## src/rtl/gpio_edge_pkg.sv

```systemverilog
package gpio_edge_pkg;

  localparam logic [15:0] RISE_BASE = 16'h030;
  localparam logic [15:0] FALL_BASE = 16'h03C;
  localparam logic [15:0] STAT_BASE = 16'h048;
  localparam logic [15:0] HIGH_OFS  = 16'h100;
  localparam int          HIGH_FIRST = 3;

  // Byte offset of a per-bank register; banks from HIGH_FIRST on sit in the upper window
  function automatic logic [15:0] reg_offset(logic [15:0] base, int bank);
    if (bank >= HIGH_FIRST)
      return base + HIGH_OFS + 16'(4 * (bank - HIGH_FIRST));
    return base + 16'(4 * bank);
  endfunction

  // Fixed map of pins allowed to wake the halted core
  function automatic logic [63:0] wake_source_mask(int bank);
    case (bank)
      0:       return 64'h0000_0000_8003_FE1B;
      1:       return 64'h0000_0000_0020_01FC;
      2:       return 64'h0000_0000_EC08_0000;
      3:       return 64'h0000_0000_0012_007F;
      default: return 64'h0;
    endcase
  endfunction

  // Bits of a bank whose global pin index is below the pin count
  function automatic logic [63:0] pin_valid_mask(int bank, int width, int npins);
    logic [63:0] m;
    m = '0;
    for (int i = 0; i < width && i < 64; i++)
      m[i] = ((bank * width + i) < npins);
    return m;
  endfunction

endpackage

```

## src/rtl/gpio_edge_bank.sv

```systemverilog
module gpio_edge_bank #(
  parameter int               W     = 32,
  parameter logic [W-1:0]     VALID = '1,
  parameter logic [W-1:0]     WAKE  = '0
) (
  input  logic         clk,
  input  logic         rst_n,
  input  logic         prime_i,
  input  logic [W-1:0] lvl_i,
  input  logic [W-1:0] dir_i,
  input  logic         wr_rise_i,
  input  logic         wr_fall_i,
  input  logic         wr_clr_i,
  input  logic [W-1:0] wdata_i,
  output logic [W-1:0] rise_o,
  output logic [W-1:0] fall_o,
  output logic [W-1:0] stat_o,
  output logic         wake_hit_o
);

  logic [W-1:0] prev_q, prev_d;
  logic [W-1:0] rise_q, rise_d;
  logic [W-1:0] fall_q, fall_d;
  logic [W-1:0] stat_q, stat_d;
  logic [W-1:0] in_pins, up_edge, dn_edge, set_bits, clr_bits;

  always_comb begin
    in_pins  = ~dir_i & VALID & {W{prime_i}};
    up_edge  = lvl_i & ~prev_q & in_pins;
    dn_edge  = ~lvl_i & prev_q & in_pins;
    set_bits = (up_edge & rise_q) | (dn_edge & fall_q);
    clr_bits = wr_clr_i ? wdata_i : '0;
    // set has priority over a simultaneous clear
    stat_d   = (stat_q & ~clr_bits) | set_bits;
    rise_d   = wr_rise_i ? (wdata_i & VALID) : rise_q;
    fall_d   = wr_fall_i ? (wdata_i & VALID) : fall_q;
    prev_d   = lvl_i & VALID;
    wake_hit_o = |((up_edge | dn_edge) & WAKE);
  end

  always_ff @(posedge clk or negedge rst_n) begin
    if (!rst_n) begin
      prev_q <= '0;
      rise_q <= '0;
      fall_q <= '0;
      stat_q <= '0;
    end else begin
      prev_q <= prev_d;
      rise_q <= rise_d;
      fall_q <= fall_d;
      stat_q <= stat_d;
    end
  end

  assign rise_o = rise_q;
  assign fall_o = fall_q;
  assign stat_o = stat_q;

  // newly set status bits only ever belong to pins that were inputs
  assert_set_only_inputs_R3: assert property (@(posedge clk) disable iff (!rst_n)
    ((stat_q & ~$past(stat_q) & $past(dir_i)) == '0));

  // a bit can only drop through a clear write
  assert_drop_needs_clear_R4: assert property (@(posedge clk) disable iff (!rst_n)
    ((~stat_q & $past(stat_q)) != '0) |-> $past(wr_clr_i));

  // cleared bits without a concurrent edge are zero afterwards
  assert_clear_takes_R4: assert property (@(posedge clk) disable iff (!rst_n)
    wr_clr_i |=> ((stat_q & $past(wdata_i) & ~$past(set_bits)) == '0));

  // edge wins over a clear aimed at the same bit
  assert_set_beats_clear_R5: assert property (@(posedge clk) disable iff (!rst_n)
    ((set_bits & clr_bits) != '0) |=> (($past(set_bits & clr_bits) & ~stat_q) == '0));

endmodule

```

## src/rtl/gpio_edge_irqout.sv

```systemverilog
module gpio_edge_irqout #(
  parameter int N = 128
) (
  input  logic         clk,
  input  logic         rst_n,
  input  logic [N-1:0] stat_i,
  input  logic         wake_any_i,
  input  logic         halted_i,
  output logic         irq0_o,
  output logic         irq1_o,
  output logic         irqx_o,
  output logic         wake_o
);

  logic irq0_d, irq1_d, irqx_d, wake_d;

  always_comb begin
    irq0_d = stat_i[0];
    irq1_d = stat_i[1];
    irqx_d = |stat_i[N-1:2];
    wake_d = halted_i & wake_any_i;
  end

  always_ff @(posedge clk or negedge rst_n) begin
    if (!rst_n) begin
      irq0_o <= 1'b0;
      irq1_o <= 1'b0;
      irqx_o <= 1'b0;
      wake_o <= 1'b0;
    end else begin
      irq0_o <= irq0_d;
      irq1_o <= irq1_d;
      irqx_o <= irqx_d;
      wake_o <= wake_d;
    end
  end

  assert_pin1_lags_status_R6: assert property (@(posedge clk) disable iff (!rst_n)
    $rose(stat_i[1]) |=> irq1_o);

  assert_wake_needs_halt_R8: assert property (@(posedge clk) disable iff (!rst_n)
    wake_o |-> $past(halted_i));

  assert_shared_has_source_R7: assert property (@(posedge clk) disable iff (!rst_n)
    irqx_o |-> ($past(stat_i) & ~{{(N-2){1'b0}}, 2'b11}) != '0);

endmodule

```

## src/rtl/gpio_edge_irq.sv

```systemverilog
module gpio_edge_irq
  import gpio_edge_pkg::*;
#(
  parameter int NUM_BANKS = 4,
  parameter int BANK_W    = 32,
  parameter int NUM_PINS  = 120,
  parameter int ADDR_W    = 9
) (
  input  logic                        clk,
  input  logic                        rst_n,
  input  logic [NUM_BANKS*BANK_W-1:0] pin_level_i,
  input  logic [NUM_BANKS*BANK_W-1:0] pin_dir_i,
  input  logic                        halted_i,
  input  logic                        bus_en_i,
  input  logic                        bus_we_i,
  input  logic [ADDR_W-1:0]           bus_addr_i,
  input  logic [BANK_W-1:0]           bus_wdata_i,
  output logic [BANK_W-1:0]           bus_rdata_o,
  output logic                        irq_pin0_o,
  output logic                        irq_pin1_o,
  output logic                        irq_shared_o,
  output logic                        wake_pulse_o
);

  localparam int PIN_W = NUM_BANKS * BANK_W;

  logic                  prime_q, prime_d;
  logic [NUM_BANKS-1:0]  wr_rise, wr_fall, wr_clr, wake_hit;
  logic [NUM_BANKS-1:0][BANK_W-1:0] rise_all, fall_all, stat_all;
  logic [PIN_W-1:0]      stat_flat;
  logic                  rd_en;

  // first sample after reset only loads the history
  assign prime_d = 1'b1;
  always_ff @(posedge clk or negedge rst_n) begin
    if (!rst_n) prime_q <= 1'b0;
    else        prime_q <= prime_d;
  end

  always_comb begin
    rd_en       = bus_en_i & ~bus_we_i;
    bus_rdata_o = '0;
    for (int b = 0; b < NUM_BANKS; b++) begin
      wr_rise[b] = bus_en_i & bus_we_i & (bus_addr_i == ADDR_W'(reg_offset(RISE_BASE, b)));
      wr_fall[b] = bus_en_i & bus_we_i & (bus_addr_i == ADDR_W'(reg_offset(FALL_BASE, b)));
      wr_clr[b]  = bus_en_i & bus_we_i & (bus_addr_i == ADDR_W'(reg_offset(STAT_BASE, b)));
      if (rd_en && bus_addr_i == ADDR_W'(reg_offset(RISE_BASE, b))) bus_rdata_o = rise_all[b];
      if (rd_en && bus_addr_i == ADDR_W'(reg_offset(FALL_BASE, b))) bus_rdata_o = fall_all[b];
      if (rd_en && bus_addr_i == ADDR_W'(reg_offset(STAT_BASE, b))) bus_rdata_o = stat_all[b];
    end
  end

  for (genvar b = 0; b < NUM_BANKS; b++) begin : g_bank
    localparam logic [BANK_W-1:0] VMASK = BANK_W'(pin_valid_mask(b, BANK_W, NUM_PINS));
    localparam logic [BANK_W-1:0] WMASK = BANK_W'(wake_source_mask(b));
    gpio_edge_bank #(.W(BANK_W), .VALID(VMASK), .WAKE(WMASK)) i_bank (
      .clk        (clk),
      .rst_n      (rst_n),
      .prime_i    (prime_q),
      .lvl_i      (pin_level_i[b*BANK_W +: BANK_W]),
      .dir_i      (pin_dir_i[b*BANK_W +: BANK_W]),
      .wr_rise_i  (wr_rise[b]),
      .wr_fall_i  (wr_fall[b]),
      .wr_clr_i   (wr_clr[b]),
      .wdata_i    (bus_wdata_i),
      .rise_o     (rise_all[b]),
      .fall_o     (fall_all[b]),
      .stat_o     (stat_all[b]),
      .wake_hit_o (wake_hit[b])
    );
  end

  assign stat_flat = stat_all;

  gpio_edge_irqout #(.N(PIN_W)) i_irqout (
    .clk        (clk),
    .rst_n      (rst_n),
    .stat_i     (stat_flat),
    .wake_any_i (|wake_hit),
    .halted_i   (halted_i),
    .irq0_o     (irq_pin0_o),
    .irq1_o     (irq_pin1_o),
    .irqx_o     (irq_shared_o),
    .wake_o     (wake_pulse_o)
  );

  // the pulse never lasts two cycles while inputs are quiet
  assert_wake_single_R8: assert property (@(posedge clk) disable iff (!rst_n)
    (wake_pulse_o && $stable(pin_level_i)) |=> !wake_pulse_o);

endmodule

```

## config.mk

```make
export PLATFORM = sky130hd
export DESIGN_NAME = gpio_edge_irq
export DESIGN_NICKNAME = d
export VERILOG_FILES = /design/src/rtl/gpio_edge_pkg.sv /design/src/rtl/gpio_edge_bank.sv /design/src/rtl/gpio_edge_irqout.sv /design/src/rtl/gpio_edge_irq.sv
export SDC_FILE = /design/constraint.sdc
export NUM_CORES = 1
export LEC_CHECK = 0
export ABC_AREA = 1
export BUFFER_PORTS_ARGS = -buffer_cell sky130_fd_sc_hd__buf_2
export CORE_ASPECT_RATIO = 2
export CORE_MARGIN = 2
export CORE_UTILIZATION = 30
export CTS_BUF_LIST = sky130_fd_sc_hd__clkbuf_2
export DETAILED_ROUTE_END_ITERATION = 6
export PLACE_DENSITY_LB_ADDON = 0.25
export RECOVER_POWER = 25
export SYNTH_ARGS = -nofsm -noshare
export SYNTH_HDL_FRONTEND = slang
export SYNTH_HIERARCHICAL = 1
export SYNTH_SLANG_ARGS = --single-unit
export TNS_END_PERCENT = 10
```

## constraint.sdc

```tcl
create_clock -name clk -period 2 [get_ports clk]
set_input_delay 0.1 -clock clk [delete_from_list [all_inputs] [get_ports clk]]
set_output_delay 0.1 -clock clk [all_outputs]
set_load 0.01 [all_outputs]
```

==> summary.md <==
| Metric | Value |
|---|---|
| Share of layout cells above drive strength 1 | 22.9% |
| GR Util met3 | 3.28% |
| Vias post-DR | 25.6k |
| Final WL | 99400 um |
| Non-Filler Instances | 5630 |
| Util after Layout | 46.9% |
| H-tree Lvls | 3 |
| IO Count | 338 |
| First-pass GRT wire length | 152000 um |
| IO Port Bufs | between 300 and 400 |
| Yosys reg bits | 493 |
| Register area share after synthesis | 48.9% |
| Vias/cell | 4.55 |
| Async S/R FF share, synth | 100% |
| Row count | 150 |
| Multi-input gate area | ~0.011 mm2 |
| Finished Cell Area | 0.0391 mm2 |
| Placed cells | 4608 |
| Count of final hold-check violations | 0 |
| Worst-path clk slew | 110 ps |
| RSZ-0062 raised after global routing | yes |
| Wire per inst | between 15 and 20 um |
| Met2 Use GR | between 40% and 50% |
| M1 GR Usage | 28.7% |
| # DRC | 0 |
| Initial antenna violation count | 5 |
| Count leader, synth | nand2_1 |
| Ranking of synthesized cells by area | dfrtp_1 (49%), nand2_1 (15%), inv_1 (5.5%) |
| Synth Flop Type | dfrtp_1 |
| CP arrival | 2940 ps |
| Chip Width | 209 um |
| Hpwl dp | roughly 71000 um |
| Cell Pwr Density | 514 mW/mm2 |
| Max-slew violations | 0 |
| TritonCTS clock tree | built |
| Busiest grt layer | met2 |
| Largest net degree at the start of global routing | 80 |
| Period utilization | 152% |
| Clk buf depth | 3 |
| Area grow syn2layout | 55.1% |
| Outcome | complete, but fails checks |
| Slew @ Worst Pin | 799 ps |
| Crit end category | primary output |
| Remaining global-route overflow | 0 |
| Clock skew after layout | about 100 ps |
| Slew headroom | 46.7% |
| Vias in the first global route | 26.7k |
| Storage element area | 0.0123 mm2 |
| Syn avg cell area | around 8.1 um2 |
| Final setup margin | -1040 ps |
| Die Height | between 400 and 500 um |
| Leading area contributor after synthesis | dfrtp_1 |
| Tot GR Track Use | a little under a quarter |
| Fill cells | 8412 |
| Num CTS Buffers | 118 |
| RD Place Congestion | between 0.8 and 0.9 |
| CP Launch Type | flop |
| Maximum fanout along the worst path | 2 |
| Max-Cap Viols | 0 |
| Die area | between 0.08 and 0.09 mm2 |
| Area share of the largest cell type after synthesis | 48.9% |
| HP Class | input port to flop |
| Final setup fails | between 70 and 80 |
| DR pass1 iterations | 7 |
| Netlist cell types | 57 |
| Yosys warning total | 6 |
| CP Class | flop to primary output |
| EDFF count, synth | 0 |
| Total power | 20.1 mW |
| Post-Syn Area | 0.0252 mm2 |
| VDD IR max | 303 uV |
| Data required, critical path | 1900 ps |
| Root buf cell | clkbuf_2 |
| Initial Util | 30.2% |
| Failing checks | negative setup slack |
| Synth cell count leaders | nand2_1 (982), dfrtp_1 (493), inv_1 (372) |
| Cells after synthesis | 3097 |
| Clk sink count | 493 |
| Leakage power | 19.6 nW |
| Fin crit period | 3040 ps |
| DP Area | about 0.030 mm2 |
| Post-DRT Antenna Nets | 0 |
| FMAX | 329 MHz |
| Final nets | 4777 |
| Setup TNS | -39710 ps |
| DRT iter0 DRCs | 1336 |
| Core area | approximately 0.083 mm2 |
| Clk_lat worst skew | 1380 ps |
==> cell type report <==
class	count	share of cell area [%]
tap	1064	3.41
sequential	493	31.6
inverter	385	3.74
clock inverter	34	0.384
timing repair buffer	1362	30.5
antenna	6	0.0384
multi-input combinational	2115	28.2
clock buffer	171	2.19
==> where the power goes <==
group          switching [mW]  internal [mW]  total (mW)
Sequential              0.191           10.3        10.4
Clock                    4.40           2.31        6.71
Combinational            1.34           1.60        2.95
==> flip-flops by register name (all words and copies together) (netlist names) <==
register / count
g_bank.i_bank/rise_o: 120
i_irqout/irq1_o: 1
i_irqout/irqx_o: 1
g_bank.i_bank/prev_q: 120
prime_q: 1
i_irqout/wake_o: 1
g_bank.i_bank/stat_o: 128
g_bank.i_bank/fall_o: 120
i_irqout/irq0_o: 1
==> cells by family (layout without fill, tap and decap cells) <==
family	Yosys count	in the layout	synth area share, %
AOI/OAI and AO/OA	470	470	10.6
and+or+nand+nor	1499	1499	25.5
buffers and inverters	504	1952	8.86
other	2	23	0.0298
muxes	129	129	6.06
DFF	493	493	48.9
==> layer usage <==
layer / vias to the layer above / share of wire, %
met5: - / 0.024
met2: 716 / 49
met1: 12000 / 43
met3: 188 / 4.4
met4: 4 / 3.8
li1: 12700 / -
==> worst paths after layout <==
check | start | end | slack (ps) | cells past startpoint
worst max-delay path | g_bank[0].i_bank/rise_o[31]$_DFFE_PN0P_ | bus_rdata_o[31] | -1040 | 7
worst min-delay path | bus_addr_i[8] | g_bank[3].i_bank/stat_o[23]$_DFF_PN0_ | 80 | 11
worst max register to register | prime_q$_DFF_PN0_ | i_irqout/wake_o$_DFF_PN0_ | -270 | 11
worst min register to register | g_bank[0].i_bank/stat_o[1]$_DFF_PN0_ | i_irqout/irq1_o$_DFF_PN0_ | 480 | 0
max in group asynchronous | rst_n | g_bank[0].i_bank/rise_o[14]$_DFFE_PN0P_ | -40 | 7
min in group asynchronous | rst_n | i_irqout/irq1_o$_DFF_PN0_ | 590 | 5
==> stage by stage <==
step	hold WS [ps]	setup slack (ps)
floorplan	-196	112
global placement	-24.1	-307
detailed placement	-20.8	-319
CTS	2.89	-1250
global route	-6.09	-1370
finish	82.4	-1040
==> placed cells by master, fill, tap and decap left out, types with 6 or more instances in the layout <==
cell / n
a21boi_0: 8
a21oi_1: 81
a21oi_2: 22
a221oi_2: 10
and2_1: 15
buf_12: 43
buf_2: 312
buf_4: 196
clkbuf_1: 13
clkbuf_2: 176
clkinv_1: 26
conb_1: 17
dfrtp_1: 491
diode_2: 6
dlygate4sd3_1: 785
inv_1: 369
inv_2: 14
mux2_2: 107
mux2_4: 20
nand2_1: 962
nand2_2: 25
nand3_1: 105
nand3b_1: 21
nand4_1: 32
nor2_1: 216
nor2_2: 18
nor2_4: 9
nor3_1: 12
nor3_2: 15
o2111ai_2: 6
o21ai_0: 252
o21ai_1: 29
o21ai_2: 6
o221ai_1: 11
o31ai_1: 24
or2_0: 15
or2_1: 7
or2_2: 23
==> repair_timing <==
item | CTS | global route
hold buffers | 793 | 3
buffers inserted | 7 | 9
endpoints found under the setup margin | 37 | 100
resized for setup | 42 | 62
pin swaps | 16 | 54
hold endpoints to repair | 982 | 24
==> worst max-delay path, cell delays in order, from the launching register on <==
cell and delay (ps):
dfrtp_1 410, nand2_1 90, o21ai_2 60, a221oi_2 300
o2111ai_2 200, nor3_2 190, nand4_1 150, buf_2 180
(Power assumes the default switching activity.)
